===== src/rtl/hdlc_af_pkg.sv =====
package hdlc_af_pkg;
  localparam int BYTE_W = 8;
  localparam int ADDR_W = 2 * BYTE_W;

  typedef enum logic [1:0] {
    AM_NONE  = 2'b00,
    AM_8     = 2'b01,
    AM_16    = 2'b10,
    AM_NONE2 = 2'b11
  } am_mode_e;

  typedef enum logic [1:0] {
    ST_IDLE,
    ST_WAIT_LO,
    ST_PASS,
    ST_DROP
  } flt_state_e;
endpackage


===== src/rtl/haf_byte_cmp.sv =====
module haf_byte_cmp import hdlc_af_pkg::*; (
  input  logic [BYTE_W-1:0] data_i,
  input  logic [ADDR_W-1:0] addr_i,
  input  logic [ADDR_W-1:0] mask_i,
  output logic              hit_hi_o,
  output logic              hit_lo_o
);
  logic [BYTE_W-1:0] diff_hi, diff_lo;

  // a differing bit only counts where the mask does not cover it
  assign diff_hi  = (data_i ^ addr_i[ADDR_W-1:BYTE_W]) & ~mask_i[ADDR_W-1:BYTE_W];
  assign diff_lo  = (data_i ^ addr_i[BYTE_W-1:0])      & ~mask_i[BYTE_W-1:0];
  assign hit_hi_o = (diff_hi == '0);
  assign hit_lo_o = (diff_lo == '0);
endmodule


===== src/rtl/haf_prio.sv =====
module haf_prio #(
  parameter int N     = 2,
  parameter int IDX_W = 1
) (
  input  logic [N-1:0]     vec_i,
  output logic [IDX_W-1:0] idx_o,
  output logic             any_o
);
  always_comb begin
    idx_o = '0;
    // scan downwards so that the lowest set index is the one left in idx_o
    for (int i = N - 1; i >= 0; i--) begin
      if (vec_i[i]) idx_o = IDX_W'(i);
    end
  end
  assign any_o = |vec_i;
endmodule


===== src/rtl/haf_ctrl.sv =====
module haf_ctrl import hdlc_af_pkg::*; #(
  parameter int NUM_PAIRS = 2,
  parameter int IDX_W     = 1
) (
  input  logic                 clk_i,
  input  logic                 rst_ni,
  input  logic [1:0]           mode_i,
  input  logic                 fwd_addr_i,
  input  logic                 in_valid_i,
  input  logic                 in_sof_i,
  input  logic                 in_eof_i,
  input  logic [BYTE_W-1:0]    in_data_i,
  input  logic [NUM_PAIRS-1:0] hit_hi_i,
  input  logic [NUM_PAIRS-1:0] hit_lo_i,
  output logic                 a_valid_o,
  output logic [BYTE_W-1:0]    a_data_o,
  output logic                 a_last_o,
  output logic                 b_valid_o,
  output logic [BYTE_W-1:0]    b_data_o,
  output logic                 b_last_o,
  output logic                 dec_valid_o,
  output logic                 dec_accept_o,
  output logic [IDX_W-1:0]     dec_idx_o
);
  flt_state_e           st_q, st_d;
  logic [NUM_PAIRS-1:0] hi_q, hi_d;
  logic [BYTE_W-1:0]    held_q, held_d;
  logic [NUM_PAIRS-1:0] dec_vec;
  logic                 dec_go, force_acc, acc;
  logic [IDX_W-1:0]     pick_idx;
  logic                 pick_any;
  am_mode_e             mode;

  assign mode = am_mode_e'(mode_i);

  haf_prio #(.N(NUM_PAIRS), .IDX_W(IDX_W)) u_prio (
    .vec_i(dec_vec), .idx_o(pick_idx), .any_o(pick_any)
  );

  assign acc = force_acc | pick_any;

  always_comb begin
    st_d      = st_q;
    hi_d      = hi_q;
    held_d    = held_q;
    dec_go    = 1'b0;
    dec_vec   = '0;
    force_acc = 1'b0;
    a_valid_o = 1'b0;
    a_data_o  = in_data_i;
    a_last_o  = in_eof_i;
    b_valid_o = 1'b0;
    b_data_o  = in_data_i;
    b_last_o  = in_eof_i;
    if (in_valid_i) begin
      if (in_sof_i) begin
        unique case (mode)
          AM_8: begin
            dec_go    = 1'b1;
            dec_vec   = hit_lo_i;
            a_valid_o = pick_any & fwd_addr_i;
            st_d      = in_eof_i ? ST_IDLE : (pick_any ? ST_PASS : ST_DROP);
          end
          AM_16: begin
            if (in_eof_i) st_d = ST_IDLE;     // address never completes
            else begin
              hi_d   = hit_hi_i;
              held_d = in_data_i;
              st_d   = ST_WAIT_LO;
            end
          end
          default: begin
            dec_go    = 1'b1;
            force_acc = 1'b1;
            a_valid_o = 1'b1;
            st_d      = in_eof_i ? ST_IDLE : ST_PASS;
          end
        endcase
      end else begin
        unique case (st_q)
          ST_WAIT_LO: begin
            dec_go  = 1'b1;
            dec_vec = hi_q & hit_lo_i;
            if (pick_any && fwd_addr_i) begin
              a_valid_o = 1'b1;
              a_data_o  = held_q;
              a_last_o  = 1'b0;
              b_valid_o = 1'b1;
            end
            st_d = in_eof_i ? ST_IDLE : (pick_any ? ST_PASS : ST_DROP);
          end
          ST_PASS: begin
            a_valid_o = 1'b1;
            if (in_eof_i) st_d = ST_IDLE;
          end
          ST_DROP: if (in_eof_i) st_d = ST_IDLE;
          default: ;
        endcase
      end
    end
  end

  always_ff @(posedge clk_i or negedge rst_ni) begin
    if (!rst_ni) begin
      st_q         <= ST_IDLE;
      hi_q         <= '0;
      held_q       <= '0;
      dec_valid_o  <= 1'b0;
      dec_accept_o <= 1'b0;
      dec_idx_o    <= '0;
    end else begin
      st_q         <= st_d;
      hi_q         <= hi_d;
      held_q       <= held_d;
      dec_valid_o  <= dec_go;
      dec_accept_o <= dec_go & acc;
      dec_idx_o    <= (dec_go && !force_acc) ? pick_idx : '0;
    end
  end

  assert_idx_zero_on_reject_R7: assert property (@(posedge clk_i) disable iff (!rst_ni)
    (dec_valid_o && !dec_accept_o) |-> (dec_idx_o == '0));

  assert_idx_in_range_R7: assert property (@(posedge clk_i) disable iff (!rst_ni)
    dec_valid_o |-> (int'(dec_idx_o) < NUM_PAIRS));

  assert_short_no_decision_R9: assert property (@(posedge clk_i) disable iff (!rst_ni)
    (in_valid_i && in_sof_i && in_eof_i && mode_i == 2'b10) |=> !dec_valid_o);

  assert_decide_first_byte_R4: assert property (@(posedge clk_i) disable iff (!rst_ni)
    (in_valid_i && in_sof_i && mode_i == 2'b01) |=> dec_valid_o);
endmodule


===== src/rtl/haf_out.sv =====
module haf_out import hdlc_af_pkg::*; (
  input  logic              clk_i,
  input  logic              rst_ni,
  input  logic              a_valid_i,
  input  logic [BYTE_W-1:0] a_data_i,
  input  logic              a_last_i,
  input  logic              b_valid_i,
  input  logic [BYTE_W-1:0] b_data_i,
  input  logic              b_last_i,
  output logic              out_valid_o,
  output logic [BYTE_W-1:0] out_data_o,
  output logic              out_last_o
);
  logic              pend_v;
  logic [BYTE_W-1:0] pend_d;
  logic              pend_l;

  // one waiting slot absorbs the two-byte burst at a 16-bit accept
  always_ff @(posedge clk_i or negedge rst_ni) begin
    if (!rst_ni) begin
      out_valid_o <= 1'b0;
      out_data_o  <= '0;
      out_last_o  <= 1'b0;
      pend_v      <= 1'b0;
      pend_d      <= '0;
      pend_l      <= 1'b0;
    end else if (pend_v) begin
      out_valid_o <= 1'b1;
      out_data_o  <= pend_d;
      out_last_o  <= pend_l;
      pend_v      <= a_valid_i;
      pend_d      <= a_data_i;
      pend_l      <= a_last_i;
    end else if (a_valid_i) begin
      out_valid_o <= 1'b1;
      out_data_o  <= a_data_i;
      out_last_o  <= a_last_i;
      pend_v      <= b_valid_i;
      pend_d      <= b_data_i;
      pend_l      <= b_last_i;
    end else begin
      out_valid_o <= 1'b0;
      out_last_o  <= 1'b0;
    end
  end

  assert_no_overflow_R10: assert property (@(posedge clk_i) disable iff (!rst_ni)
    !(pend_v && b_valid_i));
endmodule


===== src/rtl/hdlc_addr_filter.sv =====
module hdlc_addr_filter import hdlc_af_pkg::*; #(
  parameter  int NUM_PAIRS = 2,
  localparam int IDX_W     = (NUM_PAIRS > 1) ? $clog2(NUM_PAIRS) : 1
) (
  input  logic                              clk_i,
  input  logic                              rst_ni,
  input  logic [1:0]                        mode_i,
  input  logic                              fwd_addr_i,
  input  logic [NUM_PAIRS-1:0][ADDR_W-1:0]  pair_addr_i,
  input  logic [NUM_PAIRS-1:0][ADDR_W-1:0]  pair_mask_i,
  input  logic                              in_valid_i,
  input  logic                              in_sof_i,
  input  logic                              in_eof_i,
  input  logic [BYTE_W-1:0]                 in_data_i,
  output logic                              out_valid_o,
  output logic [BYTE_W-1:0]                 out_data_o,
  output logic                              out_last_o,
  output logic                              dec_valid_o,
  output logic                              dec_accept_o,
  output logic [IDX_W-1:0]                  dec_idx_o
);
  logic [NUM_PAIRS-1:0] hit_hi, hit_lo;
  logic                 a_v, a_l, b_v, b_l;
  logic [BYTE_W-1:0]    a_d, b_d;

  for (genvar g = 0; g < NUM_PAIRS; g++) begin : g_pair
    haf_byte_cmp u_cmp (
      .data_i  (in_data_i),
      .addr_i  (pair_addr_i[g]),
      .mask_i  (pair_mask_i[g]),
      .hit_hi_o(hit_hi[g]),
      .hit_lo_o(hit_lo[g])
    );
  end

  haf_ctrl #(.NUM_PAIRS(NUM_PAIRS), .IDX_W(IDX_W)) u_ctrl (
    .clk_i, .rst_ni, .mode_i, .fwd_addr_i,
    .in_valid_i, .in_sof_i, .in_eof_i, .in_data_i,
    .hit_hi_i    (hit_hi),
    .hit_lo_i    (hit_lo),
    .a_valid_o   (a_v), .a_data_o(a_d), .a_last_o(a_l),
    .b_valid_o   (b_v), .b_data_o(b_d), .b_last_o(b_l),
    .dec_valid_o, .dec_accept_o, .dec_idx_o
  );

  haf_out u_out (
    .clk_i, .rst_ni,
    .a_valid_i(a_v), .a_data_i(a_d), .a_last_i(a_l),
    .b_valid_i(b_v), .b_data_i(b_d), .b_last_i(b_l),
    .out_valid_o, .out_data_o, .out_last_o
  );
endmodule


===== config.mk =====
export PLATFORM = sky130hd
export DESIGN_NAME = hdlc_addr_filter
export DESIGN_NICKNAME = d
export VERILOG_FILES = /design/src/rtl/hdlc_af_pkg.sv /design/src/rtl/haf_byte_cmp.sv /design/src/rtl/haf_prio.sv /design/src/rtl/haf_ctrl.sv /design/src/rtl/haf_out.sv /design/src/rtl/hdlc_addr_filter.sv
export SDC_FILE = /design/constraint.sdc
export NUM_CORES = 1
export LEC_CHECK = 0
export ABC_AREA = 1
export CORE_MARGIN = 4
export CORE_UTILIZATION = 49
export CTS_CLUSTER_SIZE = 40
export DETAILED_ROUTE_END_ITERATION = 10
export PLACE_DENSITY = 0.9
export SLEW_MARGIN = 20
export SYNTH_ARGS = -nofsm -noshare
export SYNTH_HDL_FRONTEND = slang
export SYNTH_SLANG_ARGS = --single-unit

===== constraint.sdc =====
create_clock -name clk_i -period 3.74 [get_ports clk_i]
set_input_delay 0.374 -clock clk_i [delete_from_list [all_inputs] [get_ports clk_i]]
set_output_delay 0.374 -clock clk_i [all_outputs]
set_load 0.01 [all_outputs]

### After elaboration in Yosys (flattened, before gate mapping)

Cells that the tools add are included.

| storage, ports and cells | value |
|---|---|
| register bits after elaboration | 35 |
| input port bits | 80 |
| output and inout port bits | 13 |
| logic and storage cells | 99 |

| operators by class | value |
|---|---|
| equality and inequality tests | 6 |
| multiplexer cells | 50 |
| bitwise logic cells | 17 |
| reductions and logical operators | 14 |

Operators by type and width:

| cell | number |
|---|---|
| $mux 8 | 8 |
| $and 8x8->8 | 4 |
| $logic_not 8->1 | 4 |
| $not 8->8 | 4 |
| $xor 8x8->8 | 4 |
| $mux 1 | 30 |
| $mux 2 | 8 |
| $pmux 2 s2 | 2 |
| $eq 2x2->1 const B | 3 |
| $reduce_or 2->1 | 3 |
| $eq 2x1->1 const B | 2 |
| $pmux 1 s2 | 2 |
| $reduce_and 4->1 | 1 |
| $ne 3x1->1 const B | 1 |
| $reduce_and 3->1 | 1 |
| $reduce_bool 3->1 | 1 |
| $and 1x1->1 | 2 |
| $and 2x2->2 | 1 |
| $logic_and 1x1->1 | 2 |
| $reduce_bool 2->1 | 1 |
| $logic_not 1->1 | 1 |
| $not 1->1 | 1 |
| $or 1x1->1 | 1 |

### Depth between registers and ports, before layout

| logic depth | value |
|---|---|
| depth after elaboration | 15 |
| mapped depth | 17 |
| depth with buffers taken out | 16 |

### By module

Synthesis repeated with hierarchy kept, for this count alone.

| second synthesis, totals | value |
|---|---|
| cells, all modules | 484 |
| area total of the unflattened synthesis | 2862.7 um2 |

Modules (own cells, without submodules):

| module | times used | cells an instance | area an instance (um2) | sequential area each (um2) |
|---|---|---|---|---|
| haf_ctrl | 1 | 142 | 1076.0 | 375.4 |
| haf_out | 1 | 134 | 980.9 | 500.5 |
| haf_byte_cmp | 2 | 102 | 395.4 | 0.0 |
| haf_prio | 1 | 4 | 15.0 | 0.0 |

### Worst setup path after synthesis

No wires, ideal clock.

| timing | value |
|---|---|
| path type | register to register |
| from | reg u_ctrl.st_q[1] |
| to | reg u_out.pend_d[0] |
| arrival | 1.852 ns |
| slack | 1.771 ns |
| stages on the path, launching flop included | 18 |
| buffers on the path | 2 |
| cells stage by stage | dfrtp_1 inv_1 ha_1 nand2_1 nand2_1 nand2_1 nor2_1 nand3_1 nand2_2 nand3_2 nand2_1 nand2_1 nand2_1 nand2_1 buf_6 buf_6 nand3_1 nand2_1 |

| on the way | value |
|---|---|
| cells in the longest elaborated chain, start to end | 11 |
| elaborated cells on any way between the ends | 19 |
| those cells by class | 2 x eq/ne; 13 x mux; 1 x bitwise; 3 x reduce/logical |

Ends and longest elaborated chain:

| what | RTL line | source |
|---|---|---|
| start: declaration | haf_ctrl.sv:25 | `flt_state_e st_q, st_d;` |
| start signal: assignment | haf_ctrl.sv:112 | `st_q <= st_d;` |
| $eq 2x1->1 | haf_ctrl.sv:80 | `unique case (st_q)` |
| $mux 2 | haf_ctrl.sv:80 |  |
| $mux 2 | haf_ctrl.sv:56 | `if (in_sof_i) begin` |
| $mux 2 | haf_ctrl.sv:55 | `if (in_valid_i) begin` |
| $reduce_or 2->1 | haf_prio.sv:16 | `assign any_o = \|vec_i;` |
| $logic_and 1x1->1 | haf_ctrl.sv:84 | `if (pick_any && fwd_addr_i) begin` |
| $mux 1 or $mux 8 (tied branches) | haf_ctrl.sv:84 |  |
| $pmux 1 s2 or $mux 8 (tied branches) | haf_ctrl.sv:80 |  |
| $mux 1 or $mux 8 (tied branches) | haf_ctrl.sv:56 |  |
| $mux 1 or $mux 8 (tied branches) | haf_ctrl.sv:55 |  |
| $reduce_bool 2->1 (no source line) or $mux 8 (tied branches) | - |  |
| end signal: assignment | haf_out.sv:32 | `pend_d <= a_data_i;` |
| end signal: assignment | haf_out.sv:39 | `pend_d <= b_data_i;` |
| end: declaration | haf_out.sv:15 | `logic [BYTE_W-1:0] pend_d;` |

Parallel ways exist; a longest one is shown, timed or not.
A chain may end at the register's enable or synchronous reset.

### Final worst setup path

| timing | value |
|---|---|
| from | in in_data_i[0] |
| to | reg u_out.out_data_o[5] |

| on the way | value |
|---|---|
| cells in the longest elaborated chain, start to end | 15 |
| elaborated cells on any way between the ends | 26 |
| those cells by class | 15 x mux; 6 x bitwise; 5 x reduce/logical |

Ends and longest elaborated chain:

| what | RTL line | source |
|---|---|---|
| start: declaration | hdlc_addr_filter.sv:14 | `input logic [BYTE_W-1:0] in_data_i,` |
| $xor 8x8->8 | haf_byte_cmp.sv:12 | `assign diff_lo = (data_i ^ addr_i[BYTE_W-1:0]) & ~mask_i[BYTE_W-1:0];` |
| $and 8x8->8 | haf_byte_cmp.sv:12 |  |
| $logic_not 8->1 | haf_byte_cmp.sv:14 | `assign hit_lo_o = (diff_lo == '0);` |
| $and 2x2->2 | haf_ctrl.sv:83 | `dec_vec = hi_q & hit_lo_i;` |
| $mux 2 | haf_ctrl.sv:80 |  |
| $mux 2 * | haf_ctrl.sv:56 |  |
| $mux 2 * | haf_ctrl.sv:55 |  |
| $reduce_or 2->1 * | haf_prio.sv:16 |  |
| $logic_and 1x1->1 | haf_ctrl.sv:84 |  |
| $mux 8 | haf_ctrl.sv:84 |  |
| $mux 8 | haf_ctrl.sv:80 |  |
| $mux 8 | haf_ctrl.sv:56 |  |
| $mux 8 | haf_ctrl.sv:55 |  |
| $mux 8 | haf_out.sv:34 | `end else if (a_valid_i) begin` |
| $mux 8 | haf_out.sv:27 | `end else if (pend_v) begin` |
| end signal: assignment | haf_out.sv:29 | `out_data_o <= pend_d;` |
| end signal: assignment | haf_out.sv:36 | `out_data_o <= a_data_i;` |
| end: declaration | haf_out.sv:11 | `output logic [BYTE_W-1:0] out_data_o,` |

Mark *: on every way between the ends. The rest lies on a longest branch, timed or not. The select of a mux whose other input is x is not followed.

==> Implementation_results.wiki <==
{| class="wikitable"
! Metric !! Value
|-
| Multiplexer share of the synthesized area || 0%
|-
| Cells after DPL || ~540
|-
| Placed wire-length estimate after detailed placement || about 5400 um
|-
| Leakage component of the power || roughly 0.0018 uW
|-
| Worst skew pair latency || ~0.29 ns
|-
| Seq cells post-synth || 35
|-
| Starting DRT DRC Count || approximately 200
|-
| Clock slew seen by the registers of the worst setup and hold paths || about 0.070 ns
|-
| Number of buffers on the longest clock path || 2
|-
| Synthesized net count || 480
|-
| First drt pass iteration count || 4
|-
| Via-per-instance ratio || 4.99
|-
| Setup Skew || approximately 0.0067 ns
|-
| Net count reported at finish || around 570
|-
| Cells after synthesis || between 300 and 400
|-
| Cell Count, Final, Fillers Out || 550
|-
| Type of origin of the critical path || primary input
|-
| Required time worst endpoint || between 3 and 4 ns
|-
| Post-route worst setup slack || ~1.1 ns
|-
| Buffer cell driving the clock tree root || clkbuf_8
|-
| Portion of the clock cycle consumed by the worst path in the final layout || a little over two thirds
|-
| Number of top-level pins || 93
|-
| Wire length reported by the detailed router || roughly 6900 um
|-
| CTS tree || done
|-
| Vias in the first global route || between 2000 and 3000
|-
| Kind of path behind the tightest hold check || in2async
|-
| Total Negative Setup Slacks || 0 ns
|-
| Reported max-cap violation count || 0
|-
| Layout filler cell count || around 460
|-
| Sequential cell area fraction in the yosys report || between 30% and 40%
|-
| Number of levels the H-tree was split into || 2
|-
| CP Max Fanout || 8
|-
| Synth warn || 0
|-
| Overall power consumption || about 1300 uW
|-
| Biggest area contributors in the synthesized netlist || dfrtp_1 34%, nand2_1 20%, nand3_1 7.6%
|-
| Synth Cell Area || 2550 um^2
|-
| Peak VDD IR || ~160 uV
|-
| Area enclosed by the die boundary || roughly 6400 um^2
|-
| Antenna Violating Nets Remaining || 0
|-
| Achievable frequency || between 0.3 and 0.4 GHz
|-
| Largest family of logic cells by synthesized area || simple AND/OR/NAND/NOR gates
|-
| Core region area || ~5100 um^2
|-
| Number of remaining DRC errors || 0
|-
| Number of gates resized after CTS || 0
|-
| Setup repair after global routing missed its margin || no
|-
| Netlist cell types || 30
|-
| Place WS || ~0.85 ns
|-
| IO Port Bufs || 92
|-
| Effective utilization at floorplan || about half
|-
| PD cells || between 300 and 400 nW/um^2
|-
| Layout cell share with drive strength beyond 1 || under 10%
|-
| Run status || completed
|-
| Number of antenna violations at the first check in global routing || 0
|-
| Global placement routability congestion || between 0.8 and 0.9
|-
| Minimum clock period || ~2.6 ns
|-
| Pin count of the biggest net entering global routing || 38
|-
| Xor/xnor share of the synthesized area || under 10%
|-
| Max-slew violation total from the final report || 0
|-
| TritonCTS buffer count || 5
|-
| Core Rows || 26
|-
| Arrival time of the worst setup path || around 2.8 ns
|-
| Hold Vio Cnt, Final || 0
|-
| First-pass GRT wire length || approximately 12000 um
|-
| Post-Synth Adder-Cell Area || roughly 2.5%
|-
| Number of enable flip-flop cells after synthesis || 0
|-
| Top-area cell type share of the netlist area || around a third
|-
| Prevailing post-synth register cell || dfrtp_1
|-
| Final setup vio count || 0
|-
| Relative slew margins || a little under three fifths
|-
| Global-route total usage across every layer || a little under a quarter
|-
| Number of antenna repair diodes || 0
|-
| CTS hold repair buffers || 0
|-
| Area leader, netlist || dfrtp_1
|-
| Kind of capture point of the worst setup path || flip-flop
|-
| Compound-cell area share of the yosys netlist || under 10%
|-
| Die Wd || 80.2 um
|-
| Most numerous cell in the Yosys netlist || nand2_1
|-
| Synth Area in Simple Gates || between 40% and 50%
|-
| Worst Tran Pin Value || 0.641 ns
|-
| Synth-to-layout area growth || 40.0%
|-
| Top cells by instance count after synthesis || 136 x nand2_1, 49 x inv_1, 47 x nor2_1
|-
| Clock net sink count || 35
|-
| Die height || between 80 and 90 um
|-
| Mean area per synthesized cell || 6.46 um^2
|-
| GRT overflow || 0
|-
| Critical setup path kind || in2reg
|-
| WL/cell || around 12 um
|-
| Post-CTS Setup Repair Bufs || 0
|-
| Proportion of synthesized flip-flops having asynchronous set or reset || between 90% and 100%
|-
| Count of vias placed by the detailed router || roughly 2700
|}
[final cells by class]
| type | instances | area, um^2 | share of cell area [%] |
|---|---|---|---|
| clock buffers | 6 | 82.6 | 2.31 |
| clock inverters | 1 | 5.00 | 0.140 |
| inverters | 51 | 191 | 5.36 |
| multi-input cells | 292 | 1390 | 38.8 |
| flip-flops and latches | 35 | 876 | 24.5 |
| well taps | 70 | 87.6 | 2.45 |
| repair buffers | 95 | 943 | 26.4 |
[layout by cell type, fill, tap and decap left out]
master / netlist / layout
a221oi_1: 1 / 1
nand4_4: 1 / 1
o21bai_1: 2 / 2
nand2_2: 2 / 2
inv_1: 49 / 49
nand3_2: 2 / 2
buf_4: 0 / 3
clkdlybuf4s50_1: 0 / 92
nand3_1: 39 / 39
or2_0: 1 / 1
nand2_1: 136 / 136
nand3b_1: 3 / 3
nor3b_1: 1 / 1
a21oi_1: 5 / 5
ha_1: 5 / 5
inv_2: 2 / 2
o22ai_1: 3 / 3
nor4_1: 1 / 1
nor2_4: 1 / 1
clkinv_2: 0 / 1
o2111ai_1: 2 / 2
a21oi_2: 1 / 1
o21ai_0: 16 / 16
nor2_1: 47 / 47
clkbuf_8: 0 / 6
dfrtp_1: 35 / 35
a211oi_1: 1 / 1
nor3_1: 11 / 11
o221a_2: 1 / 1
xnor2_1: 10 / 10
[report_power, final]
group | internal [uW] | switching, uW
sequential | 474 | 53.3
clock | 144 | 131
combinational | 233 | 224
[state kept, by name, summed over array words and instances, names as in the netlist]
register             cells
u_ctrl.dec_accept_o      1
u_ctrl.dec_idx_o         1
u_ctrl.dec_valid_o       1
u_ctrl.held_q            8
u_ctrl.hi_q              2
u_ctrl.st_q              2
u_out.out_data_o         8
u_out.out_last_o         1
u_out.out_valid_o        1
u_out.pend_d             8
u_out.pend_l             1
u_out.pend_v             1
[path summary, 6_finish.rpt]
path / start / to / slack (ns) / depth (start not counted)
max in group asynchronous: rst_ni / u_ctrl.dec_idx_o / 2.94 / 2
min in group clk_i: u_ctrl.hi_q[0] / u_ctrl.hi_q[0] / 0.49 / 2
setup / recovery: in_data_i[0] / u_out.out_data_o[5] / 1.12 / 15
hold reg to reg: u_ctrl.hi_q[0] / u_ctrl.hi_q[0] / 0.49 / 2
setup reg to reg: u_ctrl.st_q[1] / u_out.out_data_o[5] / 1.20 / 15
hold / removal: rst_ni / u_ctrl.held_q[3] / 0.49 / 2
[layer usage]
layer / track usage (%) / up-vias / wire [um]
met5: 0 / - / 0
met4: 8.28 / 0 / 149
met3: 6.28 / 11 / 569
met2: 40.6 / 108 / 3270
met1: 26.2 / 1223 / 2860
li1: - / 1403 / -
[critical path: stages]
cell and delay [ns]:
clkdlybuf4s50_1 0.57, inv_1 0.18, nand2_1 0.06, nand3_1 0.07, nand2_1 0.05, nor2_1 0.18, nand3_1 0.16, nand2_2 0.17
nand3_2 0.09, nor2_1 0.47, nand2_1 0.09, nand3_1 0.13, nand2_1 0.07, nand2_1 0.07, nand2_1 0.05
[cells by family after synthesis]
logic type	count (synthesis)
buffers and inverters	68
adder cells (fa/ha/maj)	5
XOR/XNOR	10
AO/OA/AOI/OAI	32
AND/OR/NAND/NOR	245
flip-flops	35
[per-stage QoR]
step / cell area, um^2 / utilization, % / hold slack [ns]
CTS: 3570 / 70.4 / 0.492
detailed placement: 3490 / 68.7 / 0.475
finish: 3570 / 70.4 / 0.494
global placement: 3490 / 68.7 / 0.470
floorplan: 2550 / - / 0.0784
global route: 3570 / 70.4 / 0.502
Note: power is estimated with default switching activity, not from simulation.
